===== src/rtl/bp_pkg.sv =====
package bp_pkg;

  typedef enum logic [1:0] {
    CTR_STRONG_NT = 2'b00,
    CTR_WEAK_NT   = 2'b01,
    CTR_WEAK_T    = 2'b10,
    CTR_STRONG_T  = 2'b11
  } ctr_t;

  localparam logic [1:0] CTR_RESET = CTR_WEAK_NT;

  // saturating step of a 2-bit direction counter
  function automatic logic [1:0] ctr_step(input logic [1:0] cur, input logic up);
    logic [1:0] nxt;
    if (up) nxt = (cur == CTR_STRONG_T) ? cur : cur + 2'd1;
    else    nxt = (cur == CTR_STRONG_NT) ? cur : cur - 2'd1;
    return nxt;
  endfunction

  function automatic logic ctr_says_taken(input logic [1:0] cur);
    return cur[1];
  endfunction

endpackage


===== src/rtl/bp_index.sv =====
module bp_index #(
  parameter int ENTRIES = 64,
  parameter int PC_W    = 32,
  localparam int IDX_W  = $clog2(ENTRIES),
  localparam int LSB    = 2
) (
  input  logic [PC_W-1:0]  pc,
  output logic [IDX_W-1:0] idx
);
  logic unused_pc_bits;
  assign unused_pc_bits = ^{pc[LSB-1:0], pc[PC_W-1:LSB+IDX_W]};
  assign idx = pc[LSB +: IDX_W];
endmodule


===== src/rtl/bp_dir_array.sv =====
module bp_dir_array
  import bp_pkg::*;
#(
  parameter int ENTRIES     = 64,
  parameter bit TWO_BIT_CTR = 1'b1,
  localparam int IDX_W      = $clog2(ENTRIES)
) (
  input  logic             clk,
  input  logic             rst_n,
  input  logic [IDX_W-1:0] rd_idx,
  output logic             rd_taken,
  input  logic             wr_en,
  input  logic [IDX_W-1:0] wr_idx,
  input  logic             wr_taken
);

  generate
    if (TWO_BIT_CTR) begin : g_ctr2
      logic [ENTRIES-1:0][1:0] ctr_q;

      always_ff @(posedge clk or negedge rst_n) begin
        if (!rst_n) begin
          for (int i = 0; i < ENTRIES; i++) ctr_q[i] <= CTR_RESET;
        end else if (wr_en) begin
          ctr_q[wr_idx] <= ctr_step(ctr_q[wr_idx], wr_taken);
        end
      end

      assign rd_taken = ctr_says_taken(ctr_q[rd_idx]);


      ctr_taken_nonzero_chk: assert property (@(posedge clk) disable iff (!rst_n)
        wr_en && wr_taken |=> ctr_q[$past(wr_idx)] != CTR_STRONG_NT);

      ctr_nt_nonmax_chk: assert property (@(posedge clk) disable iff (!rst_n)
        wr_en && !wr_taken |=> ctr_q[$past(wr_idx)] != CTR_STRONG_T);

      ctr_idle_hold_chk: assert property (@(posedge clk) disable iff (!rst_n)
        !wr_en |=> $stable(ctr_q));

      for (genvar e = 0; e < ENTRIES; e++) begin : g_step

        ctr_step_chk: assert property (@(posedge clk) disable iff (!rst_n)
          ({1'b0, ctr_q[e]} == {1'b0, $past(ctr_q[e])}) ||
          ({1'b0, ctr_q[e]} == {1'b0, $past(ctr_q[e])} + 3'd1) ||
          ({1'b0, ctr_q[e]} + 3'd1 == {1'b0, $past(ctr_q[e])}));
      end
    end else begin : g_ctr1
      logic [ENTRIES-1:0] last_q;

      always_ff @(posedge clk or negedge rst_n) begin
        if (!rst_n)     last_q <= '0;
        else if (wr_en) last_q[wr_idx] <= wr_taken;
      end

      assign rd_taken = last_q[rd_idx];


      last_follow_chk: assert property (@(posedge clk) disable iff (!rst_n)
        wr_en |=> last_q[$past(wr_idx)] == $past(wr_taken));

      last_idle_hold_chk: assert property (@(posedge clk) disable iff (!rst_n)
        !wr_en |=> $stable(last_q));
    end
  endgenerate

endmodule


===== src/rtl/bp_target_array.sv =====
module bp_target_array #(
  parameter int ENTRIES = 64,
  parameter int PC_W    = 32,
  localparam int IDX_W  = $clog2(ENTRIES)
) (
  input  logic             clk,
  input  logic             rst_n,
  input  logic [IDX_W-1:0] rd_idx,
  output logic [PC_W-1:0]  rd_tgt,
  input  logic             wr_en,
  input  logic [IDX_W-1:0] wr_idx,
  input  logic [PC_W-1:0]  wr_tgt
);
  logic [ENTRIES-1:0][PC_W-1:0] tgt_q;

  always_ff @(posedge clk or negedge rst_n) begin
    if (!rst_n)     tgt_q <= '0;
    else if (wr_en) tgt_q[wr_idx] <= wr_tgt;
  end

  assign rd_tgt = tgt_q[rd_idx];


  tgt_hold_chk: assert property (@(posedge clk) disable iff (!rst_n)
    !wr_en |=> $stable(tgt_q));

  tgt_store_chk: assert property (@(posedge clk) disable iff (!rst_n)
    wr_en |=> tgt_q[$past(wr_idx)] == $past(wr_tgt));

endmodule


===== src/rtl/bpred_top.sv =====
module bpred_top #(
  parameter int ENTRIES     = 64,
  parameter int PC_W        = 32,
  parameter bit TWO_BIT_CTR = 1'b1,
  localparam int IDX_W      = $clog2(ENTRIES)
) (
  input  logic            clk,
  input  logic            rst_n,
  input  logic            fe_valid,
  input  logic [PC_W-1:0] fe_pc,
  output logic            pr_valid,
  output logic            pr_taken,
  output logic [PC_W-1:0] pr_next_pc,
  input  logic            ex_valid,
  input  logic [PC_W-1:0] ex_pc,
  input  logic            ex_taken,
  input  logic [PC_W-1:0] ex_target,
  input  logic            ex_mispredict
);
  localparam logic [PC_W-1:0] INSN_BYTES = PC_W'(4);

  logic [IDX_W-1:0] rd_idx, wr_idx;
  logic [PC_W-1:0]  stored_tgt;
  logic             tgt_wr_en;

  bp_index #(.ENTRIES(ENTRIES), .PC_W(PC_W)) u_rd_index (.pc(fe_pc), .idx(rd_idx));
  bp_index #(.ENTRIES(ENTRIES), .PC_W(PC_W)) u_wr_index (.pc(ex_pc), .idx(wr_idx));

  bp_dir_array #(.ENTRIES(ENTRIES), .TWO_BIT_CTR(TWO_BIT_CTR)) u_dir (
    .clk(clk), .rst_n(rst_n),
    .rd_idx(rd_idx), .rd_taken(pr_taken),
    .wr_en(ex_valid), .wr_idx(wr_idx), .wr_taken(ex_taken)
  );

  assign tgt_wr_en = ex_valid && ex_mispredict && ex_taken;

  bp_target_array #(.ENTRIES(ENTRIES), .PC_W(PC_W)) u_tgt (
    .clk(clk), .rst_n(rst_n),
    .rd_idx(rd_idx), .rd_tgt(stored_tgt),
    .wr_en(tgt_wr_en), .wr_idx(wr_idx), .wr_tgt(ex_target)
  );

  assign pr_valid   = fe_valid;
  assign pr_next_pc = pr_taken ? stored_tgt : fe_pc + INSN_BYTES;


  no_tgt_write_without_miss_chk: assert property (@(posedge clk) disable iff (!rst_n)
    !ex_mispredict |-> !tgt_wr_en);

  fallthrough_step_chk: assert property (@(posedge clk) disable iff (!rst_n)
    fe_valid && !pr_taken |-> (pr_next_pc - fe_pc) == INSN_BYTES);

endmodule


===== config.mk =====
export PLATFORM = sky130hd
export DESIGN_NAME = bpred_top
export DESIGN_NICKNAME = d
export VERILOG_FILES = /design/src/rtl/bp_pkg.sv /design/src/rtl/bp_index.sv /design/src/rtl/bp_dir_array.sv /design/src/rtl/bp_target_array.sv /design/src/rtl/bpred_top.sv
export SDC_FILE = /design/constraint.sdc
export NUM_CORES = 2
export LEC_CHECK = 0
export BUFFER_PORTS_ARGS = -buffer_cell sky130_fd_sc_hd__buf_4
export CAP_MARGIN = 20
export CORE_MARGIN = 2
export CORE_UTILIZATION = 30
export DETAILED_ROUTE_END_ITERATION = 12
export HOLD_SLACK_MARGIN = 0.12
export SLEW_MARGIN = 20
export SYNTH_ARGS = -nofsm -noshare
export SYNTH_HDL_FRONTEND = slang
export SYNTH_SLANG_ARGS = --single-unit
export TNS_END_PERCENT = 30

===== constraint.sdc =====
create_clock -name clk -period 3.3 [get_ports clk]
set_input_delay 0.165 -clock clk [delete_from_list [all_inputs] [get_ports clk]]
set_output_delay 0.165 -clock clk [all_outputs]
set_load 0.005 [all_outputs]

After elaboration in Yosys (flattened, before gate mapping)
Index checks and enable logic that the tools add are counted.
{"block": "classes", "n_addsub": 3, "order_cmp": 3, "eq_ne": 1, "mux": 17, "n_reduce_logical": 4}
{"operator": "bitwise mux 2048 bit", "n": 1}
{"operator": "binary-select mux 32 bit (select 6 bit)", "n": 1}
{"operator": "demux 32 bit (select 6 bit)", "n": 1}
{"operator": "bitwise mux 128 bit", "n": 1}
{"operator": "2-to-1 mux 32 bit", "n": 3}
{"operator": "adder 32 x 3 -> 32 bit (second input constant)", "n": 1}
{"operator": "binary-select mux 2 bit (select 6 bit)", "n": 2}
{"operator": "< comparator 6 x 7 -> 1 bit (second input constant)", "n": 2}
{"operator": "2-to-1 mux 2 bit", "n": 7}
{"operator": "demux 2 bit (select 6 bit)", "n": 1}
{"operator": "greater-or-equal comparator 6 x 1 -> 1 bit (second input constant)", "n": 1}
{"operator": "logical AND 1 bit", "n": 3}
{"operator": "adder 2 x 1 -> 2 bit (second input constant)", "n": 1}
{"operator": "equality test 2 bit (second input constant)", "n": 1}
{"operator": "logical NOT 2 bit", "n": 1}
{"operator": "subtractor 2 x 1 -> 2 bit (second input constant)", "n": 1}
{"block": "word_totals", "regBits": 2176, "in_bits": 102, "output_inout_bits": 34, "wordCells": 156}

Logic depth before layout (Yosys ltp)
{"block": "depth", "depth_word": 7, "mapped_depth": 12, "mapped_depth_nobuf": 8}

Modules after synthesis
A second synthesis with hierarchy kept.
{"block": "hier_totals", "hier_cells": 6625, "hier_area_um2": 100114.8}
{"module": "bp_target_array", "instances": 1, "cells_per_inst": 5788, "area_per_inst_um2": 92510.0, "seq_area_each_um2": 51249.2}
{"module": "bp_dir_array", "instances": 1, "cells_per_inst": 661, "area_per_inst_um2": 6541.3, "seq_area_each_um2": 3283.1}
{"module": "bpred_top", "instances": 1, "cells_per_inst": 164, "area_per_inst_um2": 973.4, "seq_area_each_um2": 0.0}
{"module": "bp_index", "instances": 2, "cells_per_inst": 6, "area_per_inst_um2": 45.0, "seq_area_each_um2": 0.0}

Worst setup path after synthesis
No wires, ideal clock.
{"block": "synth_timing", "path_type": "input to output", "startpoint": "input fe_pc[2]", "endpoint": "output pr_next_pc[11]", "t_arrival_ns": 2.757, "required_time_ns": 3.135, "setup_slack_ns": 0.378, "stages": 8, "path_buffers": 4, "path_cell_list": "buf_2 -> buf_4 -> buf_2 -> buf_1 -> mux4_2 -> mux4_2 -> a221oi_1 -> o21ai_0"}
{"block": "synth_between", "elab_chain_len": 3, "word_cells_on_any_way": 6, "cone_classes": "add/sub (1); mux (5)"}
{"item": "from (decl)", "line": "bpred_top.sv:10", "rtl": "input logic [PC_W-1:0] fe_pc,"}
{"item": "parallel branches: the longest is 2 deep, another holds adder 32 x 3 -> 32 bit"}
{"item": "2-to-1 mux 32 bit *", "line": "bpred_top.sv:44", "rtl": "assign pr_next_pc = pr_taken ? stored_tgt : fe_pc + INSN_BYTES;"}
{"item": "to (decl)", "line": "bpred_top.sv:13", "rtl": "output logic [PC_W-1:0] pr_next_pc,"}
Every way passes the cells marked *. The select of a mux whose other input is x is not followed.

Worst setup path in the final report
{"block": "layout_timing", "startpoint": "input fe_pc[2]", "endpoint": "output pr_next_pc[13]"}
Same word-level chain as after synthesis.

==> summary.txt <==
Run status
  • Status: finished, violations left
  • Violations in the final reports: setup timing

Power and ir drop
  • Comb pwr share: 9.3%
  • Sw Ratio: 24.2%
  • Clk pwr share: 43.5%
  • Net Sw Power: 0.0148 W
  • Power Internal: 0.0463 W
  • Leak: 53.7 nW
  • Peak supply drop: 602 uV
  • Sequential group share of total power: 47.3%
  • Pwr/cell area: 520 mW/mm^2
  • Total power: 0.0611 W

Final layout
  • Multi-input gate area: 0.0432 sq mm
  • Synthesis-to-finish area growth: 18.0%
  • Net count, final: 6,715
  • Reg area: 0.0545 sq mm
  • Most common cell after layout, fill and taps aside: dfrtp_1
  • Share of layout cells above drive strength 1: 55.4%
  • Fill cells: 30,860
  • Commonest non-fill, non-tap cells in the layout: 2,112 x dfrtp_1, 2,059 x mux2_2, 626 x mux4_2

Timing
  • Worst-margin pin slew: 1.42 ns
  • Worst hold margin: 0.251 ns
  • Worst setup margin: -0.511 ns
  • Slew HR: 5.11%
  • Fin crit share: 115%
  • Clk_skew: 0.0451 ns
  • Final setup fails: 33
  • Fin. Hold Viols: 0
  • RSZ-0062 raised after global routing: yes
  • Tmin final: 3.81 ns
  • Fmax: 262 MHz
  • Final Max Slew Viols: 0

Yosys
  • Yosys cell types: 66
  • Number of flops mapped to enable cells by yosys: 0
  • Asr flop ratio synth: 100%
  • Synth top area share: 53.1%
  • Post-synthesis cell area: 0.0996 sq mm
  • Post-synthesis register bit count: 2,176
  • Leading area contributor after synthesis: dfrtp_1
  • Predominant post-synthesis flop cell: dfrtp_1
  • Post-synthesis cell count: 6,431
  • Top cells by area, synth: dfrtp_1 53%, mux2_2 23%, mux4_2 14%
  • Synthesized Nets: 6,534
  • Avg Cell Area, Syn: 15.5 sq um
  • Sequential element share of the synthesized area: 54.8%
  • Synth warn: 0

Route
  • DRC Markers: 0
  • DRT iter0 DRCs: 4,415
  • Via density: 5.25
  • Vias: 58,773
  • DRT antenna net count: 0
  • First-pass iteration count of the detailed router: 7
  • Routed len/inst: 26.3 microns
  • Final wirelength: 294 mm

Critical path
  • Startpoint Class: input pin
  • Most frequent cell on the critical path: buf_12
  • CP max-delay cell: xor2_1
  • Setup crit start: fe_pc[2]
  • Worst R2R Start: u_dir.g_ctr2.ctr_q[42]
  • CP top delay family: buffers and inverters
  • R2r worst-path depth: 8
  • Worst setup path end: pr_next_pc[13]
  • RR Endpoint: u_dir.g_ctr2.ctr_q[44]
  • CP endpoint kind: output pin
  • Crit path depth: 13
  • Crit path max fanout: 15
  • CP Cell Sequence: buf_8, buf_12, buf_12, buf_4, nand3_1, nor2_1, nand3_1, xor2_1, and2_1, buf_12, a31oi_4, buf_6, buf_6
  • Arr. time, crit path: 3.65 ns
  • Reg2Reg Setup Slack: 0.40 ns
  • Critical path class: input pin to output pin
  • CP required: 3.13 ns
  • Max incr delay on CP: 1.09 ns
  • Critical path buffers and inverters: 7

Place
  • Gpl congestion: 0.823
  • I/O Buffers: 107
  • DPL Wire Length: 182 mm

Floorplanning
  • Core area: 0.330 sq mm
  • FP Rows: 211
  • Die width: 580 microns
  • Initial Util: 30.1%
  • Die area: 0.337 sq mm
  • Die H: 580 microns
  • # IOs: 136

Global routing
  • Number of global-route vias before repair: 63,299
  • Pin count of the biggest net entering global routing: 133
  • Initial antenna violation count: 20
  • Grt total ovfl: 0
  • GRT Resource Usage Total: 17.3%
  • First-pass GRT wire length: 438 mm

Clock network
  • Clock Latency Late Sink: 0.92 ns
  • CTS tree: yes
  • H-tree lvl count: 4
  • CTS Buf Count: 229
  • Root buffer cell: clkbuf_16
  • Worst-case clock buffer depth: 3
  • CTS clk-pin slew, worst paths: 0.06 ns
  • Clock net sink count: 2,176

Min path
  • Hold Path Class: input pin to asynchronous set/reset pin

Run
  • Total of max-cap violations: 0
-- metal layers --
layer	share of wire [%]	routed length, microns	GRT usage, %	vias to the layer above
li1	-	-	-	24239
met4	4.4	12900	6.96	6
met3	4.8	14100	2.51	533
met1	43	126000	23.2	32382
met5	0.014	40	0	-
met2	48	141000	28.2	1613
-- power groups by stage --
stage               Clock, W  Sequential, W  Combinational, W
floorplan                  0         0.0291           0.00327
global placement           0         0.0292           0.00532
detailed placement         0         0.0293           0.00547
CTS                   0.0271         0.0289           0.00567
global route          0.0283         0.0290           0.00610
finish                0.0266         0.0289           0.00568
-- registers in the layout, indices dropped and copies added (netlist names) --
signal	cells
u_tgt.tgt_q	2048
u_dir.g_ctr2.ctr_q	128
-- cell type report --
type | instances | share of cell area, %
Antenna cell | 15 | 0.0319
Clock buffer | 344 | 5.73
Clock inverter | 82 | 0.948
Inverter | 7 | 0.0319
Multi-Input combinational cell | 3617 | 36.7
Sequential cell | 2176 | 46.4
Tap cell | 4366 | 4.65
Timing Repair Buffer | 581 | 5.48
-- worst min-delay path, stage by stage --
cell,delay [ns]
dlygate4sd3_1,0.62
buf_16,0.38
buf_12,0.29
-- cell families (layout without fill, tap and decap cells) --
family / Yosys count / after routing / synth area share [%]
XOR/XNOR: 26 / 26 / 0.229
other: 0 / 15 / 0
AO/OA/AOI/OAI: 342 / 342 / 2.17
AND/OR/NAND/NOR: 503 / 503 / 2.17
multiplexers: 2743 / 2743 / 38.0
flip-flops: 2176 / 2176 / 54.8
buffers and inverters: 638 / 1014 / 2.59
adder cells (fa/ha/maj): 3 / 3 / 0.0339
-- repair_timing --
item                                     CTS  global route
endpoints found under the setup margin    33            33
pin swaps                                  2             3
hold endpoints to repair                4198             0
buffers inserted                          11             3
hold buffers                              48             0
resized for setup                         30            48
cloned                                     4             1
-- cells in the mapped netlist, drive strengths merged (7+ instances only) --
cell       n
a211oi    21
a21oi     30
a221oi    14
a22o      11
a22oi     46
and2       9
and3       9
buf      146
clkbuf   485
dfrtp   2112
dfstp     64
mux2    2067
mux2i     50
mux4     626
nand2    265
nand2b    12
nand3     20
nand3b     7
nor2     134
nor2b     13
nor3       7
nor3b      7
o21ai    155
o221ai    12
o22ai     18
xnor2     13
xor2      13
-- how the worst min path moves through the flow --
stage          slack, ns  startpoint                       to
6_report            0.25       rst_n         u_tgt.tgt_q[948]
3_3_place_gp        0.21       rst_n         u_tgt.tgt_q[661]
5_1_grt             0.27       rst_n         u_tgt.tgt_q[948]
2_1_floorplan      -0.13       rst_n  u_dir.g_ctr2.ctr_q[101]
4_1_cts             0.19       rst_n   u_dir.g_ctr2.ctr_q[65]
3_5_place_dp        0.21       rst_n         u_tgt.tgt_q[661]
-- through the flow --
| step | util [%] | TNS [ns] | setup WS (ns) | instances | cell area, sq um |
|---|---|---|---|---|---|
| 2_1_floorplan | - | 0 | 0.378 | 6431 | 99600 |
| 3_3_place_gp | 32.9 | -1.09 | -0.435 | 10680 | 109000 |
| 3_5_place_dp | 32.9 | -0.948 | -0.411 | 10680 | 109000 |
| 4_1_cts | 35.5 | -14.48 | -0.534 | 11169 | 117000 |
| 5_1_grt | 35.6 | -14.69 | -0.556 | 11182 | 118000 |
| 6_report | 35.6 | -11.92 | -0.511 | 11188 | 118000 |
No activity file was read; power rests on OpenSTA's default activity.
